<file path="src/rtl/lpseq_pkg.sv">
package lpseq_pkg;

    typedef enum logic [2:0] {
        REQ_PDN  = 3'd0,
        REQ_SREF = 3'd1,
        REQ_DPD  = 3'd2,
        REQ_SUSP = 3'd3,
        REQ_WAKE = 3'd4,
        REQ_AREF = 3'd5,
        REQ_MRS  = 3'd6
    } req_e;

    typedef enum logic [2:0] {
        PS_RUN, PS_PDN, PS_SREF, PS_DPD, PS_SUSP, PS_WAKE_NOP, PS_DPD_HOLD
    } pstate_e;

    typedef struct packed {
        logic cs_n;
        logic ras_n;
        logic cas_n;
        logic we_n;
    } cmd_t;

    typedef struct packed {
        logic cke;
        cmd_t cmd;
        logic busy;
        logic done;
    } pins_t;

    localparam cmd_t CMD_NOP   = '{cs_n: 1'b0, ras_n: 1'b1, cas_n: 1'b1, we_n: 1'b1};
    localparam cmd_t CMD_DESEL = '{cs_n: 1'b1, ras_n: 1'b1, cas_n: 1'b1, we_n: 1'b1};
    localparam cmd_t CMD_REF   = '{cs_n: 1'b0, ras_n: 1'b0, cas_n: 1'b0, we_n: 1'b1};
    localparam cmd_t CMD_MRS   = '{cs_n: 1'b0, ras_n: 1'b0, cas_n: 1'b0, we_n: 1'b0};
    localparam cmd_t CMD_DPD   = '{cs_n: 1'b0, ras_n: 1'b1, cas_n: 1'b1, we_n: 1'b0};

    function automatic int hold_cycles(input int mhz, input int us);
        return mhz * us;
    endfunction

    function automatic logic is_low_power(input pstate_e st);
        return (st == PS_PDN) || (st == PS_SREF) || (st == PS_DPD) || (st == PS_SUSP);
    endfunction

    function automatic logic req_legal(input pstate_e st, input req_e k, input logic idle);
        logic ok;
        ok = 1'b0;
        if (st == PS_RUN) begin
            case (k)
                REQ_PDN, REQ_SREF, REQ_DPD, REQ_AREF, REQ_MRS: ok = idle;
                REQ_SUSP: ok = !idle;
                default:  ok = 1'b0;
            endcase
        end else if (is_low_power(st)) begin
            ok = (k == REQ_WAKE);
        end
        return ok;
    endfunction

endpackage

</file>
<file path="src/rtl/lpseq_hold_timer.sv">
module lpseq_hold_timer #(
    parameter int HOLD = 20000
) (
    input  logic clk,
    input  logic rst,
    input  logic load,
    input  logic run,
    output logic zero
);
    localparam int CNT_W = (HOLD > 1) ? $clog2(HOLD + 1) : 1;
    localparam logic [CNT_W-1:0] START = CNT_W'(HOLD - 1);

    logic [CNT_W-1:0] cnt;

    always_ff @(posedge clk) begin
        if (rst) begin
            cnt <= '0;
        end else if (load) begin
            cnt <= START;
        end else if (run && cnt != '0) begin
            cnt <= cnt - 1'b1;
        end
    end

    assign zero = (cnt == '0);
endmodule

</file>
<file path="src/rtl/lpseq_ctrl.sv">
module lpseq_ctrl
    import lpseq_pkg::*;
(
    input  logic    clk,
    input  logic    rst,
    input  logic    req_valid,
    input  logic [2:0] req_kind,
    input  logic    banks_idle,
    input  logic    tmr_zero,
    output logic    req_ready,
    output logic    tmr_load,
    output logic    tmr_run,
    output logic    addr_load,
    output pins_t   pins_nxt
);
    pstate_e state, state_nxt;
    req_e    kind;
    logic    accept;

    assign kind      = req_e'(req_kind);
    assign req_ready = req_legal(state, kind, banks_idle);
    assign accept    = req_valid && req_ready;

    always_comb begin
        state_nxt     = state;
        tmr_load      = 1'b0;
        tmr_run       = 1'b0;
        addr_load     = 1'b0;
        pins_nxt.cke  = !is_low_power(state);
        pins_nxt.cmd  = is_low_power(state) ? CMD_DESEL : CMD_NOP;
        pins_nxt.busy = 1'b0;
        pins_nxt.done = 1'b0;
        case (state)
            PS_RUN: begin
                if (accept) begin
                    pins_nxt.done = 1'b1;
                    case (kind)
                        REQ_PDN: begin
                            state_nxt    = PS_PDN;
                            pins_nxt.cke = 1'b0;
                            pins_nxt.cmd = CMD_DESEL;
                        end
                        REQ_SREF: begin
                            state_nxt    = PS_SREF;
                            pins_nxt.cke = 1'b0;
                            pins_nxt.cmd = CMD_REF;
                        end
                        REQ_DPD: begin
                            state_nxt    = PS_DPD;
                            pins_nxt.cke = 1'b0;
                            pins_nxt.cmd = CMD_DPD;
                        end
                        REQ_SUSP: begin
                            state_nxt    = PS_SUSP;
                            pins_nxt.cke = 1'b0;
                            pins_nxt.cmd = CMD_DESEL;
                        end
                        REQ_AREF: pins_nxt.cmd = CMD_REF;
                        REQ_MRS: begin
                            pins_nxt.cmd = CMD_MRS;
                            addr_load    = 1'b1;
                        end
                        default: pins_nxt.done = 1'b0;
                    endcase
                end
            end
            PS_PDN, PS_SREF, PS_SUSP: begin
                if (accept) begin
                    state_nxt     = PS_WAKE_NOP;
                    pins_nxt.cke  = 1'b1;
                    pins_nxt.cmd  = CMD_NOP;
                    pins_nxt.busy = 1'b1;
                end
            end
            PS_DPD: begin
                if (accept) begin
                    state_nxt     = PS_DPD_HOLD;
                    tmr_load      = 1'b1;
                    pins_nxt.cke  = 1'b1;
                    pins_nxt.cmd  = CMD_NOP;
                    pins_nxt.busy = 1'b1;
                end
            end
            PS_WAKE_NOP: begin
                state_nxt     = PS_RUN;
                pins_nxt.done = 1'b1;
            end
            PS_DPD_HOLD: begin
                tmr_run = 1'b1;
                if (tmr_zero) begin
                    state_nxt     = PS_RUN;
                    pins_nxt.done = 1'b1;
                end else begin
                    pins_nxt.busy = 1'b1;
                end
            end
            default: state_nxt = PS_PDN;
        endcase
    end

    always_ff @(posedge clk) begin
        if (rst) state <= PS_PDN;
        else     state <= state_nxt;
    end
endmodule

</file>
<file path="src/rtl/lpseq_pin_reg.sv">
module lpseq_pin_reg
    import lpseq_pkg::*;
#(
    parameter int ADDR_W = 13,
    parameter int BA_W   = 2
) (
    input  logic                   clk,
    input  logic                   rst,
    input  pins_t                  pins_nxt,
    input  logic                   addr_load,
    input  logic [BA_W+ADDR_W-1:0] opcode,
    output pins_t                  pins_q,
    output logic [BA_W-1:0]        ba_q,
    output logic [ADDR_W-1:0]      addr_q
);
    localparam pins_t RESET_PINS = '{cke: 1'b0, cmd: CMD_DESEL, busy: 1'b0, done: 1'b0};

    always_ff @(posedge clk) begin
        if (rst) begin
            pins_q <= RESET_PINS;
            ba_q   <= '0;
            addr_q <= '0;
        end else begin
            pins_q <= pins_nxt;
            if (addr_load) begin
                {ba_q, addr_q} <= opcode;
            end else begin
                ba_q   <= '0;
                addr_q <= '0;
            end
        end
    end
endmodule

</file>
<file path="src/rtl/sdr_lowpower_seq.sv">
module sdr_lowpower_seq
    import lpseq_pkg::*;
#(
    parameter int ADDR_W      = 13,
    parameter int BA_W        = 2,
    parameter int CLK_MHZ     = 100,
    parameter int DPD_HOLD_US = 200
) (
    input  logic                   clk,
    input  logic                   rst,
    input  logic                   req_valid,
    output logic                   req_ready,
    input  logic [2:0]             req_kind,
    input  logic [BA_W+ADDR_W-1:0] req_opcode,
    input  logic                   banks_idle,
    output logic                   sd_cke,
    output logic                   sd_cs_n,
    output logic                   sd_ras_n,
    output logic                   sd_cas_n,
    output logic                   sd_we_n,
    output logic [BA_W-1:0]        sd_ba,
    output logic [ADDR_W-1:0]      sd_addr,
    output logic                   busy,
    output logic                   done
);
    localparam int HOLD = hold_cycles(CLK_MHZ, DPD_HOLD_US);

    pins_t pins_nxt, pins_q;
    logic  tmr_load, tmr_run, tmr_zero, addr_load;

    lpseq_ctrl u_ctrl (
        .clk        (clk),
        .rst        (rst),
        .req_valid  (req_valid),
        .req_kind   (req_kind),
        .banks_idle (banks_idle),
        .tmr_zero   (tmr_zero),
        .req_ready  (req_ready),
        .tmr_load   (tmr_load),
        .tmr_run    (tmr_run),
        .addr_load  (addr_load),
        .pins_nxt   (pins_nxt)
    );

    lpseq_hold_timer #(.HOLD(HOLD)) u_timer (
        .clk  (clk),
        .rst  (rst),
        .load (tmr_load),
        .run  (tmr_run),
        .zero (tmr_zero)
    );

    lpseq_pin_reg #(.ADDR_W(ADDR_W), .BA_W(BA_W)) u_pins (
        .clk       (clk),
        .rst       (rst),
        .pins_nxt  (pins_nxt),
        .addr_load (addr_load),
        .opcode    (req_opcode),
        .pins_q    (pins_q),
        .ba_q      (sd_ba),
        .addr_q    (sd_addr)
    );

    assign sd_cke   = pins_q.cke;
    assign sd_cs_n  = pins_q.cmd.cs_n;
    assign sd_ras_n = pins_q.cmd.ras_n;
    assign sd_cas_n = pins_q.cmd.cas_n;
    assign sd_we_n  = pins_q.cmd.we_n;
    assign busy     = pins_q.busy;
    assign done     = pins_q.done;
endmodule

</file>
<file path="config.mk">
export PLATFORM = sky130hd
export DESIGN_NAME = sdr_lowpower_seq
export DESIGN_NICKNAME = d
export VERILOG_FILES = /design/src/rtl/lpseq_pkg.sv /design/src/rtl/lpseq_hold_timer.sv /design/src/rtl/lpseq_ctrl.sv /design/src/rtl/lpseq_pin_reg.sv /design/src/rtl/sdr_lowpower_seq.sv
export SDC_FILE = /design/constraint.sdc
export NUM_CORES = 1
export LEC_CHECK = 0
export ABC_AREA = 1
export ABC_CLOCK_PERIOD_IN_PS = 1600
export CAP_MARGIN = 0
export CORE_AREA = 2 2 70 72
export CTS_CLUSTER_DIAMETER = 50
export CTS_CLUSTER_SIZE = 40
export DETAILED_ROUTE_END_ITERATION = 7
export DIE_AREA = 0 0 72 74
export GPL_TIMING_DRIVEN = 0
export HOLD_SLACK_MARGIN = 0.15
export PLACE_DENSITY = 0.74
export SLEW_MARGIN = 20
export SYNTH_ARGS = -nofsm -noshare
export SYNTH_HDL_FRONTEND = slang
export SYNTH_HIERARCHICAL = 1
export SYNTH_SLANG_ARGS = --single-unit
</file>
<file path="constraint.sdc">
create_clock -name clk -period 1.6 [get_ports clk]
set_clock_uncertainty 0.1 [all_clocks]
set_input_delay 0.4 -clock clk [delete_from_list [all_inputs] [get_ports clk]]
set_output_delay 0.4 -clock clk [all_outputs]
set_load 0.01 [all_outputs]
</file>
## Word-level counts from Yosys, hierarchy flattened

Index checks and enable logic that the tools add are counted.

- Memory bits (read-only): 0
- Output and inout bits: 23
- Register bits after elaboration: 40
- Bits in latches: 0
- Bits in writable memories: 0
- Memories: 0

- $lt $le $gt $ge: 0
- Multiply operators: 0
- Reductions and logical operators: 22
- Divide/modulo/power cells: 0
- Multiplexer cells: 29
- Bitwise operators: 1
- $add $sub $neg: 1
- Eq/ne operators: 17
- Shift operators: 0

Operators by type and width:

| operator | count |
|---|---|
| two-way mux 15 bit | 2 |
| equality test 3 bit (second input constant) | 6 |
| case mux 4 bit (4 select lines) | 1 |
| logical NOT 15 bit | 1 |
| case mux 3 bit (5 select lines) | 1 |
| nonzero test 15 bit | 1 |
| subtractor 15 x 1 -> 15 bit (second input constant) | 1 |
| two-way mux 1 bit | 13 |
| equality test 3 x 2 -> 1 bit (second input constant) | 4 |
| two-way mux 3 bit | 4 |
| case mux 3 bit (4 select lines) | 1 |
| case mux 5 bit (2 select lines) | 1 |
| OR reduction 2 bit | 4 |
| OR reduction 4 bit | 2 |
| equality test 3 x 1 -> 1 bit (second input constant) | 2 |
| logical NOT 3 bit | 2 |
| two-way mux 6 bit | 1 |
| inequality test 2 x 1 -> 1 bit (second input constant) | 3 |
| OR reduction 6 bit | 1 |
| two-way mux 5 bit | 1 |
| inequality test 5 bit (second input constant) | 1 |
| AND reduction 5 bit | 1 |
| OR reduction 5 bit | 1 |
| two-way mux 4 bit | 1 |
| 9 further kinds | 14 |

## Depth between registers and ports, before layout

- Depth after elaboration: 11
- Gate-level depth with buffers: 13
- Gate-level depth less buffers: 13

## Hierarchy

The synthesis kept the hierarchy.

Modules (own cells, without submodules):

| module | cells an instance | area an instance (sq um) | seq. area each (sq um) | times used |
|---|---|---|---|---|
| lpseq_hold_timer | 148 | 955.9 | 300.3 | 1 |
| lpseq_pin_reg | 65 | 630.6 | 440.4 | 1 |
| lpseq_ctrl | 77 | 421.7 | 60.1 | 1 |

## Least setup slack after synthesis

No wires, ideal clock.

- Kind: register to register
- Start: register u_ctrl.state[0]
- End: register u_timer.cnt[12]
- Required time: 1.429 ns
- Setup slack: -0.119 ns
- Cell stages (with the launch flop): 11
- Library setup time: 0.071 ns
- Clock period less this slack: 1.719 ns
- Arrival time: 1.548 ns
- Cells stage by stage: dfxtp_1 nor2_2 nand2_2 inv_2 nand2_2 nand3_4 nor2_1 inv_1 clkbuf_1 nand2_1 a21oi_1

- Cells in the longest elaborated chain, start to end: 10
- Elaborated cells on any way between the ends: 17

Ends and longest elaborated chain:

| what | RTL line | source |
|---|---|---|
| start, declared | lpseq_ctrl.sv:16 | `pstate_e state, state_nxt;` |
| start signal, assigned | lpseq_ctrl.sv:103 | `else state <= state_nxt;` |
| equality test 3 x 1 -> 1 bit or equality test 3 x 2 -> 1 bit (tied branches) | lpseq_pkg.sv:42 | `return (st == PS_PDN) \|\| (st == PS_SREF) \|\| (st == PS_DPD) \|\| (st == PS_SUSP);` |
| logical OR 1 bit (3 in a row) | lpseq_pkg.sv:42 |  |
| two-way mux 1 bit | lpseq_pkg.sv:54 | `end else if (is_low_power(st)) begin` |
| two-way mux 1 bit | lpseq_pkg.sv:48 | `if (st == PS_RUN) begin` |
| logical AND 1 bit | lpseq_ctrl.sv:22 | `assign accept = req_valid && req_ready;` |
| two-way mux 1 bit | lpseq_ctrl.sv:76 | `if (accept) begin` |
| two-way mux 1 bit * | lpseq_ctrl.sv:33 | `case (state)` |
| net tmr_load | sdr_lowpower_seq.sv:29 | `logic tmr_load, tmr_run, tmr_zero, addr_load;` |
| OR reduction 2 bit (no line) * | -- |  |
| end signal, assigned | lpseq_hold_timer.sv:21 | `cnt <= cnt - 1'b1;` |
| end, declared | lpseq_hold_timer.sv:13 | `logic [CNT_W-1:0] cnt;` |

Mark *: on every way through the listed nets, which the timed path passes. The rest lies on a longest branch.
A chain may end at the register's enable or synchronous reset.

## Worst setup path after layout

- Start: register u_ctrl.state[0]
- End: register u_timer.cnt[3]

- Cells in the longest elaborated chain, start to end: 10
- Elaborated cells on any way between the ends: 18

Ends and longest elaborated chain:

| what | RTL line |
|---|---|
| equality test 3 x 1 -> 1 bit or equality test 3 x 2 -> 1 bit (tied branches) | lpseq_pkg.sv:42 |
| logical OR 1 bit (3 in a row) | lpseq_pkg.sv:42 |
| two-way mux 1 bit | lpseq_pkg.sv:54 |
| two-way mux 1 bit | lpseq_pkg.sv:48 |
| logical AND 1 bit | lpseq_ctrl.sv:22 |
| two-way mux 1 bit | lpseq_ctrl.sv:76 |
| two-way mux 1 bit * | lpseq_ctrl.sv:33 |
| net tmr_load | sdr_lowpower_seq.sv:29 |
| two-way mux 15 bit or nonzero test 2 bit (tied branches) | -- |

Marked as above.

==> results.py <==
metrics = {
    "sta": {
        "setup_ws_ns": -0.2237,
        "hold_ws_ns": 0.4245,
        "drv_slew": 0,
        "finalSetupViolCount": 37,
        "rsz0062_at_grt": "yes",
        "fmax_mhz": 548.3,
        "max_slew_margin_pct": 48.51,
        "finalHoldViolCount": 0,
        "fin_crit_sh_pct": 114.0,
        "fin_crit_ns": 1.824,
        "tightest_slew_ns": 0.7723,
    },
    "pwr": {
        "p_per_area_nw_per_um2": 1094,
        "ir_worst_vdd_v": 0.0008017,
        "leakage_nw": 1.627,
    },
    "grt": {
        "grt_pass1_vias": 1806,
        "grt_max_degree": 17,
        "grt_pass1_wl_mm": 8.066,
        "antenna_found_initial": 0,
        "track_usage_pct": 19.47,
        "grt.overflow.total": 0,
    },
    "routing": {
        "drt_iter0_drc": 58,
        "drtPass1Iterations": 5,
        "drt_wl_total_mm": 5.565,
        "vias_per_cell": 4.897,
        "vias": 2086,
        "drtAntennaViolNets": 0,
        "drc": 0,
        "wl_per_cell_um": 13.06,
    },
    "synth": {
        "yosys_most_used_dff": "dfxtp_1",
        "async_flop_share_pct": 0,
        "syn_inst": 290,
        "synth_seq_cells": 40,
        "mappedNetlistNets": 313,
        "ys_warn_count": 6,
        "synth_cell_types": 33,
        "synth_area_um2": 2008,
        "synth_edf_count": 0,
        "syn_avg_cell_area_um2": 6.925,
        "ys_seq_area_share_pct": 39.88,
    },
    "die": {
        "initial_core_util_pct": 43.67,
        "core-area_um2": 4598,
        "dieArea_um2": 5328,
        "rows": 25,
        "fp.dieH_um": 74,
        "io_pins": 45,
        "die_w_um": 72,
    },
    "clock_tree": {
        "cts_hold_repair.buffers": 0,
        "cts_buffers": 5,
        "worst_skew_pair.late_latency_ns": 0.30,
        "htreeDepth": 2,
        "cts_tree": "built",
        "cts.clk_slew.worst_paths_ns": 0.08,
        "root_buffer": "clkbuf_8",
        "clock_sinks": 40,
        "cts_buffer_depth": 2,
    },
    "critical_path": {
        "crit_type": "reg -> reg",
        "crit_required_ns": 1.65,
        "crit_path_end_kind": "flop",
        "worst-path-max-fanout": 6,
        "start_kind": "flop",
        "arrival_ns": 1.87,
    },
    "place": {
        "gp_congestion": 0.8423,
        "hpwl_mm": 3.119,
        "io_buffers": 44,
    },
    "layout": {
        "fin_util_pct": 70.37,
        "synthToLayoutAreaGrowth_pct": 61.12,
        "ff_latch_area_um2": 813.3,
        "fill_cells": 353,
        "layout.nets": 394,
        "multi_input_area_um2": 1286,
        "antenna_cells": 0,
        "drive_gt1_share_pct": 38.98,
    },
    "min_path": {
        "min_path_type": "reg -> reg",
    },
    "flow_run": {
        "max_cap_viol_count": 0,
    },
    "status": {
        "violations": "setup timing",
        "outcome": "finished with violations",
    },
}
-- per-stage QoR --
stage | total power, mW | worst slack [ns] | std cells | TNS (ns) | cell area (um2)
finish | 3.540 | -0.2237 | 426 | -3.475 | 3236
global route | 3.745 | -0.3056 | 426 | -7.144 | 3236
CTS | 3.389 | -0.1737 | 420 | -2.425 | 2980
detailed placement | 2.178 | -0.8399 | 388 | -25.05 | 2544
global placement | 2.160 | -0.8351 | 388 | -24.55 | 2544
floorplan | 1.902 | 0.003180 | 290 | 0 | 2036
-- cell usage in the layout, fill, tap and decap left out, types with 9 or more instances in the layout --
cell type	synthesis	final
dfxtp_1	40	34
nor2_1	44	27
nand2_1	62	47
clkdlybuf4s50_1	0	16
nand2_4	3	9
inv_2	9	12
nand2_2	4	12
nand3_1	24	15
buf_4	1	22
inv_1	46	39
dlygate4sd2_1	0	24
nor2_2	4	15
-- critical path, stage by stage (launching register included) --
cell     delay [ns]
dfxtp_4        0.36
nor2_4         0.16
nor2_4         0.06
buf_6          0.12
o21ai_4        0.15
nand3_4        0.15
nor2_4         0.14
inv_4          0.07
nand2_2        0.07
nor2_1         0.05
nor2_1         0.16
nor2_1         0.08
-- state kept, by name, indices dropped and copies added (netlist names) --
register / count
u_pins/pins_q: 7
u_timer/cnt: 15
u_pins/addr_q: 13
u_ctrl/state: 3
u_pins/ba_q: 2
-- where the power goes --
part           internal, mW  switching, mW
clock                 0.470          0.382
sequential             1.09         0.0633
combinational         0.691          0.844
-- logic make-up (layout without fill, tap and decap cells) --
logic type / after synthesis / in the layout / share of synthesized area, %
buffers and inverters: 59 / 141 / 12.34
AOI/OAI and AO/OA: 27 / 27 / 7.476
DFF: 40 / 40 / 39.88
adders and majority gates: 1 / 1 / 0.6230
xor gates and xnor gates: 5 / 5 / 2.181
and+or+nand+nor: 158 / 158 / 37.51
-- cell usage after synthesis (2+ instances only) --
cell type | n | area share (%)
nor2_2 | 4 | 1.2
nand2_4 | 3 | 1.7
o211ai_1 | 2 | 0.75
nand3b_1 | 2 | 0.75
o21ai_1 | 5 | 1.2
nor2_4 | 2 | 1.1
a31oi_1 | 2 | 0.62
nand2_2 | 4 | 1.2
or2_2 | 4 | 1.2
nand4_1 | 2 | 0.62
xor2_1 | 5 | 2.2
a21oi_1 | 14 | 3.5
nor2_1 | 44 | 8.2
inv_1 | 46 | 8.6
nand2_1 | 62 | 12
nand3_1 | 24 | 6.0
buf_8 | 2 | 1.5
dfxtp_1 | 40 | 40
inv_2 | 9 | 1.7
-- layer usage --
metal	vias up	routed length (um)	global-route usage, %
li1	1049	-	-
met2	46	2926	35.60
met4	0	107	7.338
met1	976	2342	22.41
met5	-	0	0
met3	15	189	4.201
-- final timing paths --
path         slack (ns)  depth (start not counted)                           end                          from
min reg2reg        0.42                          2  u_timer/cnt[12]$_SDFFE_PP0P_  u_timer/cnt[12]$_SDFFE_PP0P_
min                0.42                          2  u_timer/cnt[12]$_SDFFE_PP0P_  u_timer/cnt[12]$_SDFFE_PP0P_
max reg2reg       -0.22                         11   u_timer/cnt[3]$_SDFFE_PP0P_  u_ctrl/state[0]$_SDFFE_PP1P_
max               -0.22                         11   u_timer/cnt[3]$_SDFFE_PP0P_  u_ctrl/state[0]$_SDFFE_PP1P_
-- timing repair --
action                                  CTS  global route
endpoints found under the setup margin   63            40
pin swaps                                20            16
resized for setup                        84            56
gates cloned                              1             1
buffers inserted                         23             5
-- layout make-up --
class	instances	area share, %
tap	54	2.088
clock inverter	3	1.431
timing repair buffer	74	21.04
clock buffer	5	2.127
multi-input combinational	191	39.75
inverter	55	6.690
sequential	40	25.14
buffer	4	1.740
(Power assumes the default switching activity.)
